## src/rtl/rxf_pkg.sv

```systemverilog
package rxf_pkg;

    localparam int DATA_W  = 8;
    localparam int CNT_W   = 12;
    localparam int BLK_W   = 6;
    localparam int THR_MAX = 48;

    localparam int STAT_READY_BIT = 4;
    localparam int STAT_END_BIT   = 3;
    localparam int STAT_OVF_BIT   = 2;

    typedef enum logic [2:0] {
        ADDR_DATA   = 3'd0,
        ADDR_STAT   = 3'd1,
        ADDR_LEN_LO = 3'd2,
        ADDR_LEN_HI = 3'd3,
        ADDR_FSTAT  = 3'd4
    } reg_addr_e;

    typedef struct packed {
        logic ready;
        logic fend;
        logic ovf;
    } rx_evt_t;

    // Block size chosen by the 2-bit select; undefined codes use the small size.
    function automatic logic [BLK_W-1:0] thr_bytes(input logic [1:0] sel);
        return (sel == 2'b10) ? BLK_W'(48) : BLK_W'(32);
    endfunction

endpackage

```

## src/rtl/rxf_store.sv

```systemverilog
module rxf_store #(
    parameter int DEPTH = 64,
    parameter int W     = 8
) (
    input  logic         clk,
    input  logic         rst,
    input  logic         push,
    input  logic [W-1:0] din,
    input  logic         pop,
    output logic [W-1:0] dout,
    output logic         full,
    output logic         drop
);
    localparam int AW = $clog2(DEPTH);

    logic [W-1:0]  mem [DEPTH];
    logic [AW-1:0] wr_ptr;
    logic [AW-1:0] rd_ptr;
    logic [AW:0]   level;
    logic          empty;
    logic          pop_ok;
    logic          adv_rd;

    assign empty  = (level == '0);
    assign full   = (level == (AW+1)'(DEPTH));
    assign pop_ok = pop && !empty;
    assign drop   = push && full && !pop_ok;
    assign adv_rd = pop_ok || drop;
    assign dout   = empty ? '0 : mem[rd_ptr];

    always_ff @(posedge clk) begin
        if (push) begin
            mem[wr_ptr] <= din;
        end
    end

    always_ff @(posedge clk) begin
        if (rst) begin
            wr_ptr <= '0;
            rd_ptr <= '0;
            level  <= '0;
        end else begin
            if (push) begin
                wr_ptr <= wr_ptr + 1'b1;
            end
            if (adv_rd) begin
                rd_ptr <= rd_ptr + 1'b1;
            end
            case ({push, adv_rd})
                2'b10:   level <= level + 1'b1;
                2'b01:   level <= level - 1'b1;
                default: level <= level;
            endcase
        end
    end

    AST_LEVEL_BOUND: assert property (@(posedge clk) disable iff (rst)
        level <= (AW+1)'(DEPTH)) else $error("level above depth");

    AST_DROP_STAYS_FULL: assert property (@(posedge clk) disable iff (rst)
        drop |=> full) else $error("fifo left full state on overwrite");

endmodule

```

## src/rtl/rxf_framer.sv

```systemverilog
module rxf_framer
    import rxf_pkg::*;
#(
    parameter int CW = CNT_W
) (
    input  logic          clk,
    input  logic          rst,
    input  logic          push,
    input  logic          last,
    input  logic          crc_in,
    input  logic [1:0]    thr_sel,
    output logic          ev_ready,
    output logic          ev_fend,
    output logic [CW-1:0] frame_len,
    output logic          crc_flag
);
    localparam logic [CW-1:0] RUN_MAX = '1;

    logic [BLK_W-1:0] thr;
    logic [BLK_W-1:0] blk_cnt;
    logic [BLK_W-1:0] blk_next;
    logic             blk_full;
    logic [CW-1:0]    run_cnt;
    logic [CW-1:0]    run_next;

    assign thr      = thr_bytes(thr_sel);
    assign blk_next = blk_cnt + 1'b1;
    assign blk_full = (blk_next >= thr);
    assign run_next = (run_cnt == RUN_MAX) ? RUN_MAX : run_cnt + 1'b1;

    // Frame end wins over block completion on the same octet.
    assign ev_fend  = push && last;
    assign ev_ready = push && !last && blk_full;

    always_ff @(posedge clk) begin
        if (rst) begin
            blk_cnt   <= '0;
            run_cnt   <= '0;
            frame_len <= '0;
            crc_flag  <= 1'b0;
        end else if (push) begin
            if (last || blk_full) begin
                blk_cnt <= '0;
            end else begin
                blk_cnt <= blk_next;
            end
            if (last) begin
                run_cnt   <= '0;
                frame_len <= run_next;
                crc_flag  <= crc_in;
            end else begin
                run_cnt <= run_next;
            end
        end
    end

    AST_BLK_BELOW_MAX: assert property (@(posedge clk) disable iff (rst)
        blk_cnt < BLK_W'(THR_MAX)) else $error("block count out of range");

    AST_RUN_RESTART: assert property (@(posedge clk) disable iff (rst)
        ev_fend |=> (run_cnt == '0)) else $error("running count not restarted");

    AST_LEN_NONZERO: assert property (@(posedge clk) disable iff (rst)
        ev_fend |=> (frame_len != '0)) else $error("latched length zero");

    AST_RUN_SATURATES: assert property (@(posedge clk) disable iff (rst)
        (push && !last && run_cnt == RUN_MAX) |=> (run_cnt == RUN_MAX))
        else $error("running count wrapped");

endmodule

```

## src/rtl/rxf_host.sv

```systemverilog
module rxf_host
    import rxf_pkg::*;
#(
    parameter int CW = CNT_W
) (
    input  logic              clk,
    input  logic              rst,
    input  logic              rd,
    input  logic [2:0]        addr,
    input  rx_evt_t           evt,
    input  logic [DATA_W-1:0] fifo_dout,
    input  logic [CW-1:0]     frame_len,
    input  logic              crc_flag,
    output logic              pop,
    output logic [DATA_W-1:0] rdata
);
    logic [7:0]  status;
    logic [7:0]  evt_bits;
    logic [7:0]  status_nxt;
    logic [15:0] len16;
    logic        rd_stat;
    logic [7:0]  rd_mux;

    assign rd_stat = rd && (addr == ADDR_STAT);
    assign pop     = rd && (addr == ADDR_DATA);
    assign len16   = 16'(frame_len);

    always_comb begin
        evt_bits = '0;
        evt_bits[STAT_READY_BIT] = evt.ready;
        evt_bits[STAT_END_BIT]   = evt.fend;
        evt_bits[STAT_OVF_BIT]   = evt.ovf;
    end

    // Clear on read, but a same-cycle event lands after the clear.
    assign status_nxt = (rd_stat ? 8'h00 : status) | evt_bits;

    always_comb begin
        case (addr)
            ADDR_DATA:   rd_mux = fifo_dout;
            ADDR_STAT:   rd_mux = status;
            ADDR_LEN_LO: rd_mux = len16[7:0];
            ADDR_LEN_HI: rd_mux = len16[15:8];
            ADDR_FSTAT:  rd_mux = {7'b0, crc_flag};
            default:     rd_mux = 8'h00;
        endcase
    end

    always_ff @(posedge clk) begin
        if (rst) begin
            status <= 8'h00;
            rdata  <= '0;
        end else begin
            status <= status_nxt;
            if (rd) begin
                rdata <= rd_mux;
            end
        end
    end

    AST_STAT_CLEARS: assert property (@(posedge clk) disable iff (rst)
        (rd_stat && evt_bits == 8'h00) |=> (status == 8'h00))
        else $error("status not cleared by read");

    AST_END_KEPT: assert property (@(posedge clk) disable iff (rst)
        evt.fend |=> status[STAT_END_BIT]) else $error("frame-end event lost");

    AST_OVF_KEPT: assert property (@(posedge clk) disable iff (rst)
        evt.ovf |=> status[STAT_OVF_BIT]) else $error("overflow event lost");

endmodule

```

## src/rtl/bch_rx_fifo.sv

```systemverilog
module bch_rx_fifo
    import rxf_pkg::*;
#(
    parameter int DEPTH = 64
) (
    input  logic       clk,
    input  logic       rst,
    input  logic [1:0] thr_sel,
    input  logic       in_vld,
    input  logic [7:0] in_data,
    input  logic       in_last,
    input  logic       in_crc_err,
    input  logic       hb_rd,
    input  logic [2:0] hb_addr,
    output logic [7:0] hb_rdata
);
    logic              pop;
    logic              full;
    logic              drop;
    logic [DATA_W-1:0] fifo_dout;
    logic              ev_ready;
    logic              ev_fend;
    logic [CNT_W-1:0]  frame_len;
    logic              crc_flag;
    rx_evt_t           evt;

    assign evt.ready = ev_ready;
    assign evt.fend  = ev_fend;
    assign evt.ovf   = drop;

    rxf_store #(.DEPTH(DEPTH), .W(DATA_W)) u_store (
        .clk  (clk),
        .rst  (rst),
        .push (in_vld),
        .din  (in_data),
        .pop  (pop),
        .dout (fifo_dout),
        .full (full),
        .drop (drop)
    );

    rxf_framer #(.CW(CNT_W)) u_framer (
        .clk       (clk),
        .rst       (rst),
        .push      (in_vld),
        .last      (in_last),
        .crc_in    (in_crc_err),
        .thr_sel   (thr_sel),
        .ev_ready  (ev_ready),
        .ev_fend   (ev_fend),
        .frame_len (frame_len),
        .crc_flag  (crc_flag)
    );

    rxf_host #(.CW(CNT_W)) u_host (
        .clk       (clk),
        .rst       (rst),
        .rd        (hb_rd),
        .addr      (hb_addr),
        .evt       (evt),
        .fifo_dout (fifo_dout),
        .frame_len (frame_len),
        .crc_flag  (crc_flag),
        .pop       (pop),
        .rdata     (hb_rdata)
    );

    AST_READY_END_APART: assert property (@(posedge clk) disable iff (rst)
        !(evt.ready && evt.fend)) else $error("ready raised with frame end");

endmodule

```

## config.mk

```make
export PLATFORM = sky130hd
export DESIGN_NAME = bch_rx_fifo
export DESIGN_NICKNAME = d
export VERILOG_FILES = /design/src/rtl/rxf_pkg.sv /design/src/rtl/rxf_store.sv /design/src/rtl/rxf_framer.sv /design/src/rtl/rxf_host.sv /design/src/rtl/bch_rx_fifo.sv
export SDC_FILE = /design/constraint.sdc
export NUM_CORES = 1
export LEC_CHECK = 0
export BUFFER_PORTS_ARGS = -buffer_cell sky130_fd_sc_hd__buf_2
export CORE_UTILIZATION = 30
export DETAILED_ROUTE_END_ITERATION = 8
export PLACE_DENSITY = 0.51
export SLEW_MARGIN = 5
export SYNTH_ARGS = -nofsm -noshare
export SYNTH_HDL_FRONTEND = slang
export SYNTH_SLANG_ARGS = --single-unit
```

## constraint.sdc

```tcl
create_clock -name clk -period 3.2 [get_ports clk]
set_clock_uncertainty 0.05 [all_clocks]
set_input_delay 0.64 -clock clk [delete_from_list [all_inputs] [get_ports clk]]
set_output_delay 0.64 -clock clk [all_outputs]
set_load 0.02 [all_outputs]
```

After elaboration in Yosys (flattened, before gate mapping)
Memories as Yosys holds them, arrays and structs flattened. A register that Yosys moved wholly into a read port is not among the register bits.
Cells that the tools add are included.
Widths: inputs -> output; s select.
{ "classes": {"addsub": 6, "n_lt_le_gt_ge": 1, "eq_ne": 9, "n_mux": 12, "bitwise": 1, "n_reduce_logical": 17} }
{ "op_table": {"columns": ["op", "count"], "rows": [
  ["$pmux 8 s5", 1],
  ["$mux 12", 2],
  ["$add 6x1->6 const B", 3],
  ["$mux 6", 3],
  ["$mux 8", 2],
  ["$pmux 7 s2", 1],
  ["$add 12x1->12 const B", 1],
  ["$eq 12x12->1 const B", 1],
  ["$logic_and 1x1->1", 8],
  ["$or 8x5->8", 1],
  ["$add 7x1->7 const B", 1],
  ["$eq 7x7->1 const B", 1],
  ["$logic_not 7->1", 1],
  ["$sub 7x1->7 const B", 1],
  ["$eq 3x2->1 const B", 2],
  ["$ge 6x6->1", 1],
  ["$mux 5", 1],
  ["$eq 2x2->1 const B", 2],
  ["$eq 3x1->1 const B", 1],
  ["$eq 3x3->1 const B", 1],
  ["$logic_not 1->1", 3],
  ["$logic_not 3->1", 1],
  ["$eq 2x1->1 const B", 1],
  ["$logic_or 1x1->1", 2],
  ["other kinds (3)", 4]
]} }
{ "word_totals": {"reg_bits": 66, "mem_bits_rw": 512, "input_bits": 19, "output_inout_bits": 8, "wordCells": 56, "n_memories": 1} }
{ "mem_list": {"columns": ["memory", "depth", "word_bits", "rd", "rd_clocked_by_memory_dff", "write_ports", "line_no", "source"], "rows": [
  ["u_store.mem", 64, 8, 1, 1, 1, "rxf_store.sv:16", "logic [W-1:0] mem [DEPTH];"]
]} }

Logic depth before layout (Yosys ltp)
Gate-level depths: netlist of the first run.
{ "logic_depth": {"ltp_word": 8, "mapped_depth": 13} }

Cells and area by module
Synthesis of the first run repeated with hierarchy kept, for this count alone.
{ "unflattened": {"cells_unflattened": 1321, "area_unflattened_um2": 23331.1} }
{ "modules_own_cells": {"columns": ["mod", "n_inst", "cells_per_inst", "area_per_inst_um2", "seq_area_each_um2"], "rows": [
  ["rxf_store", 1, 1052, 21020.2, 15875.2],
  ["rxf_framer", 1, 201, 1686.6, 620.6],
  ["rxf_host", 1, 68, 624.3, 220.2]
]} }

Worst setup path after synthesis of the first run
OpenSTA, ideal clock, no wires.
{ "synth_path": {"path_type": "input-to-reg", "startpoint": "input port hb_addr[0]", "endpoint": "register u_store.level[6]", "setup_ns": 0.123, "arrival_ns": 2.985, "slack_ns": 0.042, "stages": 13, "cell_sequence": "clkbuf_1 nor3_1 o41a_1 nand3_1 inv_1 ha_1 nor2b_1 o21ai_0 a21oi_1 o21ai_0 a211oi_1 a31oi_1 mux2_1"} }
{ "synth_between": {"elab_chain_len": 8, "elab_cells_between_ends": 10, "cone_classes": "2 x eq/ne; 1 x mux; 7 x reduce/logical"} }
{ "synth_lines": {"columns": ["element", "line_no", "source"], "rows": [
  ["from (decl)", "bch_rx_fifo.sv:14", "input logic [2:0] hb_addr,"],
  ["$logic_not 3->1 (*)", "rxf_host.sv:25", "assign pop = rd && (addr == ADDR_DATA);"],
  ["$logic_and 1x1->1 (*)", "rxf_host.sv:25", null],
  ["$logic_and 1x1->1 (*)", "rxf_store.sv:26", "assign pop_ok = pop && !empty;"],
  ["$logic_not 1->1", "rxf_store.sv:27", "assign drop = push && full && !pop_ok;"],
  ["$logic_and 1x1->1", "rxf_store.sv:27", null],
  ["$logic_or 1x1->1 (*)", "rxf_store.sv:28", "assign adv_rd = pop_ok || drop;"],
  ["$eq 2x1->1 or $eq 2x2->1 (tied branches)", "rxf_store.sv:49", "case ({push, adv_rd})"],
  ["$pmux 7 s2 or $reduce_bool 2->1 (tied branches)", null, null],
  ["to (signal assigned)", "rxf_store.sv:50", "2'b10: level <= level + 1'b1;"],
  ["to (signal assigned)", "rxf_store.sv:51", "2'b01: level <= level - 1'b1;"],
  ["to (signal assigned)", "rxf_store.sv:52", "default: level <= level;"],
  ["to (decl)", "rxf_store.sv:19", "logic [AW:0] level;"]
]} }
Every way passes the cells marked *; elsewhere a longest branch is shown, timed or not.
A chain may end at the register's enable or synchronous reset.

Worst setup path after layout of the first run
{ "layout_path": {"startpoint": "register u_store.level[2]", "endpoint": "register u_store.level[6]"} }
{ "layout_between": {"elab_chain_len": 8, "elab_cells_between_ends": 14, "cone_classes": "2 x add/sub; 3 x eq/ne; 1 x mux; 8 x reduce/logical"} }
{ "layout_lines": {"columns": ["element", "line_no", "source"], "rows": [
  ["$logic_not 7->1", "rxf_store.sv:24", "assign empty = (level == '0);"],
  ["$logic_not 1->1", "rxf_store.sv:26", null],
  ["$logic_and 1x1->1", "rxf_store.sv:26", null],
  ["$logic_not 1->1", "rxf_store.sv:27", null],
  ["$logic_and 1x1->1", "rxf_store.sv:27", null],
  ["$logic_or 1x1->1", "rxf_store.sv:28", null],
  ["$eq 2x1->1 or $eq 2x2->1 (tied branches)", "rxf_store.sv:49", null],
  ["$pmux 7 s2 or $reduce_bool 2->1 (tied branches)", null, null]
]} }
Parallel ways exist; a longest one is shown, timed or not.

==> impl_metrics.json, run 1 <==
{
  "p_int_uw": 12600,
  "n_fill_cell": 7209,
  "first_global_vias": 13082,
  "drt_wl_total_um": 59500,
  "irDropWorstVdd_mv": 0.380,
  "arrival_ps": 3480,
  "setup_violations": 0,
  "worst_pin_slew_ps": 995,
  "fmax_ghz": 0.332,
  "drt_iter0_markers": 971,
  "ys_seq_elements": 579,
  "synth_edf_count": 512,
  "die_area_um2": 78800,
  "grtUsageTotal_pct": 15.1,
  "netlist_area_um2": 23300,
  "place_area_um2": 25600,
  "status": "finished, final reports clean",
  "cp-end-kind": "flip-flop",
  "synth_cell_types": 64,
  "worst_slack_ps": 185,
  "start_kind": "flip-flop",
  "p_total_uw": 16300,
  "overflow": 0,
  "grt_antenna_before_repair": 0,
  "finalCritPeriodShare_pct": 94.2,
  "diodes": 0,
  "port_buffers": 26,
  "cts_sinks": 579,
  "crit_type": "flip-flop to flip-flop",
  "whs_path_depth": 3,
  "clkTransAtPathRegs_ps": 60,
  "path_max_fanout": 5,
  "post-place-ws_ps": -156,
  "ys_warn_count": 0,
  "async_flop_share_pct": 0,
  "place.gp.congestion": 0.822,
  "slew_violations": 0,
  "fin_crit_ps": 3010,
  "cts_root_buf": "clkbuf_16",
  "postLayoutCoreUtil_pct": 35.9,
  "ys_seq_area_share_pct": 71.8,
  "clockBufferDepth": 3,
  "num_io_pins": 27,
  "p_seq_share_pct": 51.0,
  "drive_gt1_share_pct": 20.3,
  "max_cap_violations": 0,
  "avgSynthCellArea_um2": 16.3,
  "power_frac_clock_pct": 41.3,
  "die_h_um": 281,
  "synth-main-ff-cell": "edfxtp_1",
  "instances_no_fill": 2642,
  "hold_path_class": "input pin to flip-flop",
  "clk_latency_ps": 630,
  "start_util_pct": 30.5,
  "fin_nets": 1598,
  "netlist_instances": 1427,
  "crit_required_ps": 3660,
  "finalInstanceArea_um2": 27400,
  "dp_hpwl_um": 38700,
  "mostFrequentLayoutCells": "edfxtp_1, mux2i_1, buf_4",
  "cts_tree": "built",
  "fp.coreArea_um2": 76300,
  "power_switching_share_pct": 22.4,
  "viasPerCell": 4.94,
  "fp.dieW_um": 281,
  "p_sw_uw": 3650,
  "ant_nets": 0,
  "relSlewSlack_pct": 33.7,
  "num_vias": 13040,
  "final_common_cell": "edfxtp_1",
  "rows": 101,
  "syn_to_final_growth_pct": 17.8,
  "power_frac_comb_pct": 7.7,
  "cts_buffers": 58,
  "avgRoutedWirePerCell_um": 22.5,
  "cellPowerDensity_nw_per_um2": 593,
  "hold_buffers": 0,
  "drtPass1Iterations": 5,
  "grt_max_degree": 65,
  "dp_cells": 2538,
  "p_leak_uw": 0.00858,
  "drc": 0,
  "r2r_cells": 12,
  "rsz0062_at_grt": "no",
  "htreeDepth": 2,
  "hold_violations": 0,
  "grt_pass1_wl_um": 87500,
  "synth_nets": 1457
}
## per-layer routing
metal	share of wire [%]	track usage, %	wire (um)
met5	0	0	0
met1	46	20.9	27500
met4	2.4	4.89	1400
met2	47	24.4	28200
met3	3.9	2.11	2320
## power by group through the flow
stage / Sequential, uW / Combinational [uW] / Clock (uW)
after floorplan: 8450 / 717 / 0
after global placement: 8460 / 1270 / 0
after detailed placement: 8470 / 1270 / 0
after CTS: 8310 / 1280 / 6880
after global routing: 8310 / 1340 / 7140
final: 8310 / 1260 / 6720
## per-stage QoR
step / TNS, ps / hold WS, ps
2_1_floorplan: 0 / 383
3_3_place_gp: -189 / 394
3_5_place_dp: -156 / 404
4_1_cts: 0 / 213
5_1_grt: 0 / 240
6_report: 0 / 228
## synth_stat cells (all sizes together), types with 4 or more instances
master,number,area (um^2)
mux2,12,135
o22ai,19,119
a22oi,37,278
nand3,15,75.1
o21ai,13,68.8
a221oi,31,272
or2,4,25.0
nor3,13,65.1
a21oi,41,216
nand2,43,161
nor2,109,409
nand2b,12,75.1
a211oi,20,150
edfxtp,512,15400
and3,6,37.5
ha,10,125
inv,12,45.0
a311oi,11,96.3
buf,39,229
mux4,45,1010
xor2,7,61.3
nor4,12,75.1
a31o,5,43.8
nor2b,23,144
a22o,28,245
mux2i,178,1780
clkbuf,48,180
nand4,6,43.8
xnor2,14,123
dfxtp,67,1340
## area by class of cell
| class | instances | area, um^2 | area share (%) |
|---|---|---|---|
| Tap cell | 1030 | 1290 | 4.70 |
| Multi-Input combinational cell | 748 | 6150 | 22.4 |
| Clock buffer | 72 | 1550 | 5.63 |
| Sequential cell | 579 | 16700 | 60.9 |
| Clock inverter | 32 | 327 | 1.19 |
| Timing Repair Buffer | 168 | 1360 | 4.95 |
| Inverter | 13 | 48.8 | 0.178 |
## timing repair
action / in CTS / in global routing
endpoints found under the setup margin: 0 / 2
buffers inserted: 0 / 0
resized for setup: 0 / 3
## worst max-delay path, stage by stage (launching register included)
cell	delay [ps]
dfxtp_1	310
or4_4	540
o41a_1	360
nand3_2	120
inv_1	70
buf_4	150
ha_1	300
o21ai_1	90
a21oi_1	200
o21ai_1	100
a211oi_1	230
a31oi_1	70
mux2_1	310
## state kept, by name, indices dropped and copies added (netlist names), named ones only
signal	cells
u_store.mem	512
u_store.rd_ptr	6
u_framer.blk_cnt	6
u_store.level	7
u_framer.frame_len	12
u_framer.crc_flag	1
u_framer.run_cnt	12
u_store.wr_ptr	6
u_host.rdata	8
u_host.status	3
## final timing paths
| kind | startpoint | endpoint | slack (ps) |
|---|---|---|---|
| max | u_store.level[2] | u_store.level[6] | 190 |
| min | in_crc_err | u_framer.crc_flag | 230 |
| max reg2reg | u_store.level[2] | u_store.level[6] | 190 |
| min reg2reg | u_framer.frame_len[0] | u_framer.frame_len[0] | 410 |
## cell families (layout without fill, tap and decap cells)
kind of cell / count (synthesis) / count (layout) / synth area share (%)
flops: 579 / 579 / 71.8
buf+inv: 100 / 285 / 1.97
compound gates: 224 / 224 / 7.04
fa+ha+maj: 11 / 11 / 0.623
mux: 235 / 235 / 12.6
xor+xnor: 21 / 21 / 0.790
simple gates: 257 / 257 / 5.24
Note: power is estimated with default switching activity, not from simulation.
==> run 2, diff against run 1 <==
SETUP_SLACK_MARGIN = 0.5   (was default)
==> impl_metrics.json, run 2 (synthesis results as in run 1) <==
{
  "dp_hpwl_um": 39100,
  "drc": 0,
  "viasPerCell": 4.96,
  "cts_sinks": 579,
  "hold_slack_ps": 206,
  "p_leak_uw": 0.00872,
  "fmax_ghz": 0.343,
  "finalCritPeriodShare_pct": 91.1,
  "die_h_um": 281,
  "highest_layer": "met4",
  "fp.dieW_um": 281,
  "critPathBufInv": 1,
  "postLayoutCoreUtil_pct": 36.4,
  "slowest_stage": "or4_4",
  "drt_iter0_markers": 952,
  "num_io_pins": 27,
  "n_fill_cell": 7175,
  "syn_to_final_growth_pct": 19.4,
  "post-place-ws_ps": 105,
  "irDropWorstVdd_mv": 0.417,
  "crit_top_cell": "o21ai_2",
  "grt_antenna_before_repair": 0,
  "max_cap_violations": 0,
  "num_vias": 13235,
  "place.gp.congestion": 0.853,
  "drive_gt1_share_pct": 22.8,
  "largest-register": "u_store.mem",
  "grt_max_degree": 65,
  "arrival_ps": 3370,
  "mostFrequentLayoutCells": "edfxtp_1, mux2i_1, buf_4",
  "top_regs": "u_store.mem: 512 flops, u_framer.frame_len: 12 flops, u_framer.run_cnt: 12 flops",
  "wl_met3_um": 2820,
  "hold_violations": 0,
  "diodes": 0,
  "avgRoutedWirePerCell_um": 22.5,
  "final_common_cell": "edfxtp_1",
  "hold_path_class": "input pin to flip-flop",
  "first_global_vias": 13189,
  "largest_reg_flops": 512,
  "wl_met2_um": 27900,
  "start_util_pct": 30.5,
  "die_area_um2": 78800,
  "fin_crit_ps": 2920,
  "start_kind": "flip-flop",
  "crit_type": "flip-flop to flip-flop",
  "cellPowerDensity_nw_per_um2": 593,
  "drt_wl_total_um": 60100,
  "wl_met1_um": 27900,
  "clkTransAtPathRegs_ps": 60,
  "cts_root_buf": "clkbuf_16",
  "rows": 101,
  "status": "finished, final reports clean",
  "worstPathCellList": "or4_4 > o41a_1 > nand3_2 > buf_4 > fa_2 > nor2b_4 > o21ai_2 > a21oi_2 > o21ai_2 > a211oi_2 > a31oi_1 > mux2_1",
  "rsz0062_at_grt": "yes",
  "htreeDepth": 2,
  "cp-end-kind": "flip-flop",
  "ant_nets": 0,
  "cpLargestDelayFamily": "compound AO/OA/AOI/OAI gates",
  "crit_required_ps": 3660,
  "reg2reg_slack_ps": 280,
  "critPathMaxStageDelay_ps": 530,
  "fin_tns_setup_ps": 0,
  "grtUsageTotal_pct": 15.3,
  "cts_buffers": 60,
  "finalInstanceArea_um2": 27800,
  "worst_pin_slew_ps": 942,
  "path_max_fanout": 2,
  "port_buffers": 26,
  "clk_latency_ps": 650,
  "relSlewSlack_pct": 37.2,
  "drtPass1Iterations": 7,
  "slew_violations": 0,
  "clockBufferDepth": 3,
  "fin_nets": 1620,
  "grt_pass1_wl_um": 88900,
  "place_area_um2": 25600,
  "overflow": 0,
  "setup_violations": 0,
  "cts_tree": "built",
  "worst_slack_ps": 285,
  "fp.coreArea_um2": 76300
}
run 2: cell types whose count changed in the layout (fill, tap and decap cells not counted), moves of 3 or more:
cell / change
buf_4: +15
a221oi_1: -6
clkinv_1: +6
a221oi_2: +5
a211oi_1: -4
a211oi_2: +4
buf_6: +3
run 2: metrics by stage:
stage / cells / total power [uW]
after floorplan: 1427 / 9170
after global placement: 2541 / 9740
after detailed placement: 2541 / 9740
after CTS: 2660 / 16600
after global routing: 2668 / 17000
final: 2668 / 16500
run 2: metal layers:
metal	global-route usage, %	vias to the layer above
met5	0	-
met4	4.50	0
met3	2.23	91
met2	24.0	318
met1	21.8	6851
li1	-	5975
run 2: timing repair:
item | CTS | global route
pin swaps | 9 | 2
resized for setup | 16 | 13
buffers inserted | 9 | 8
hold buffers | 0 | 0
endpoints found under the setup margin | 8 | 20
run 2: worst reg2reg max path: cells and delay by family, from the launching register on:
| family | cells | cell delay [ps] |
|---|---|---|
| mux | 1 | 340 |
| simple gates | 3 | 690 |
| fa+ha+maj | 1 | 220 |
| buf+inv | 1 | 130 |
| flops | 1 | 320 |
| compound gates | 6 | 1050 |
run 2: path summary, 6_finish.rpt:
path	cells past startpoint	start	end
max	12	u_store.level[3]	u_store.level[6]
max reg2reg	12	u_store.level[3]	u_store.level[6]
min	3	in_crc_err	u_framer.crc_flag
min reg2reg	2	u_framer.frame_len[0]	u_framer.frame_len[0]
run 2: where the power goes:
group	switching, uW	internal (uW)
registers	54.3	8260
logic	797	530
clock network	2950	3890
run 2: final cells by class:
class                           count  area, um^2  share of cell area (%)
Clock buffer                       71        1560                    5.62
Clock inverter                     39         350                    1.26
Inverter                           13        51.3                   0.184
Multi-Input combinational cell    748        6280                    22.6
Sequential cell                   579       16700                    60.1
Tap cell                         1030        1290                    4.63
Timing Repair Buffer              188        1550                    5.56
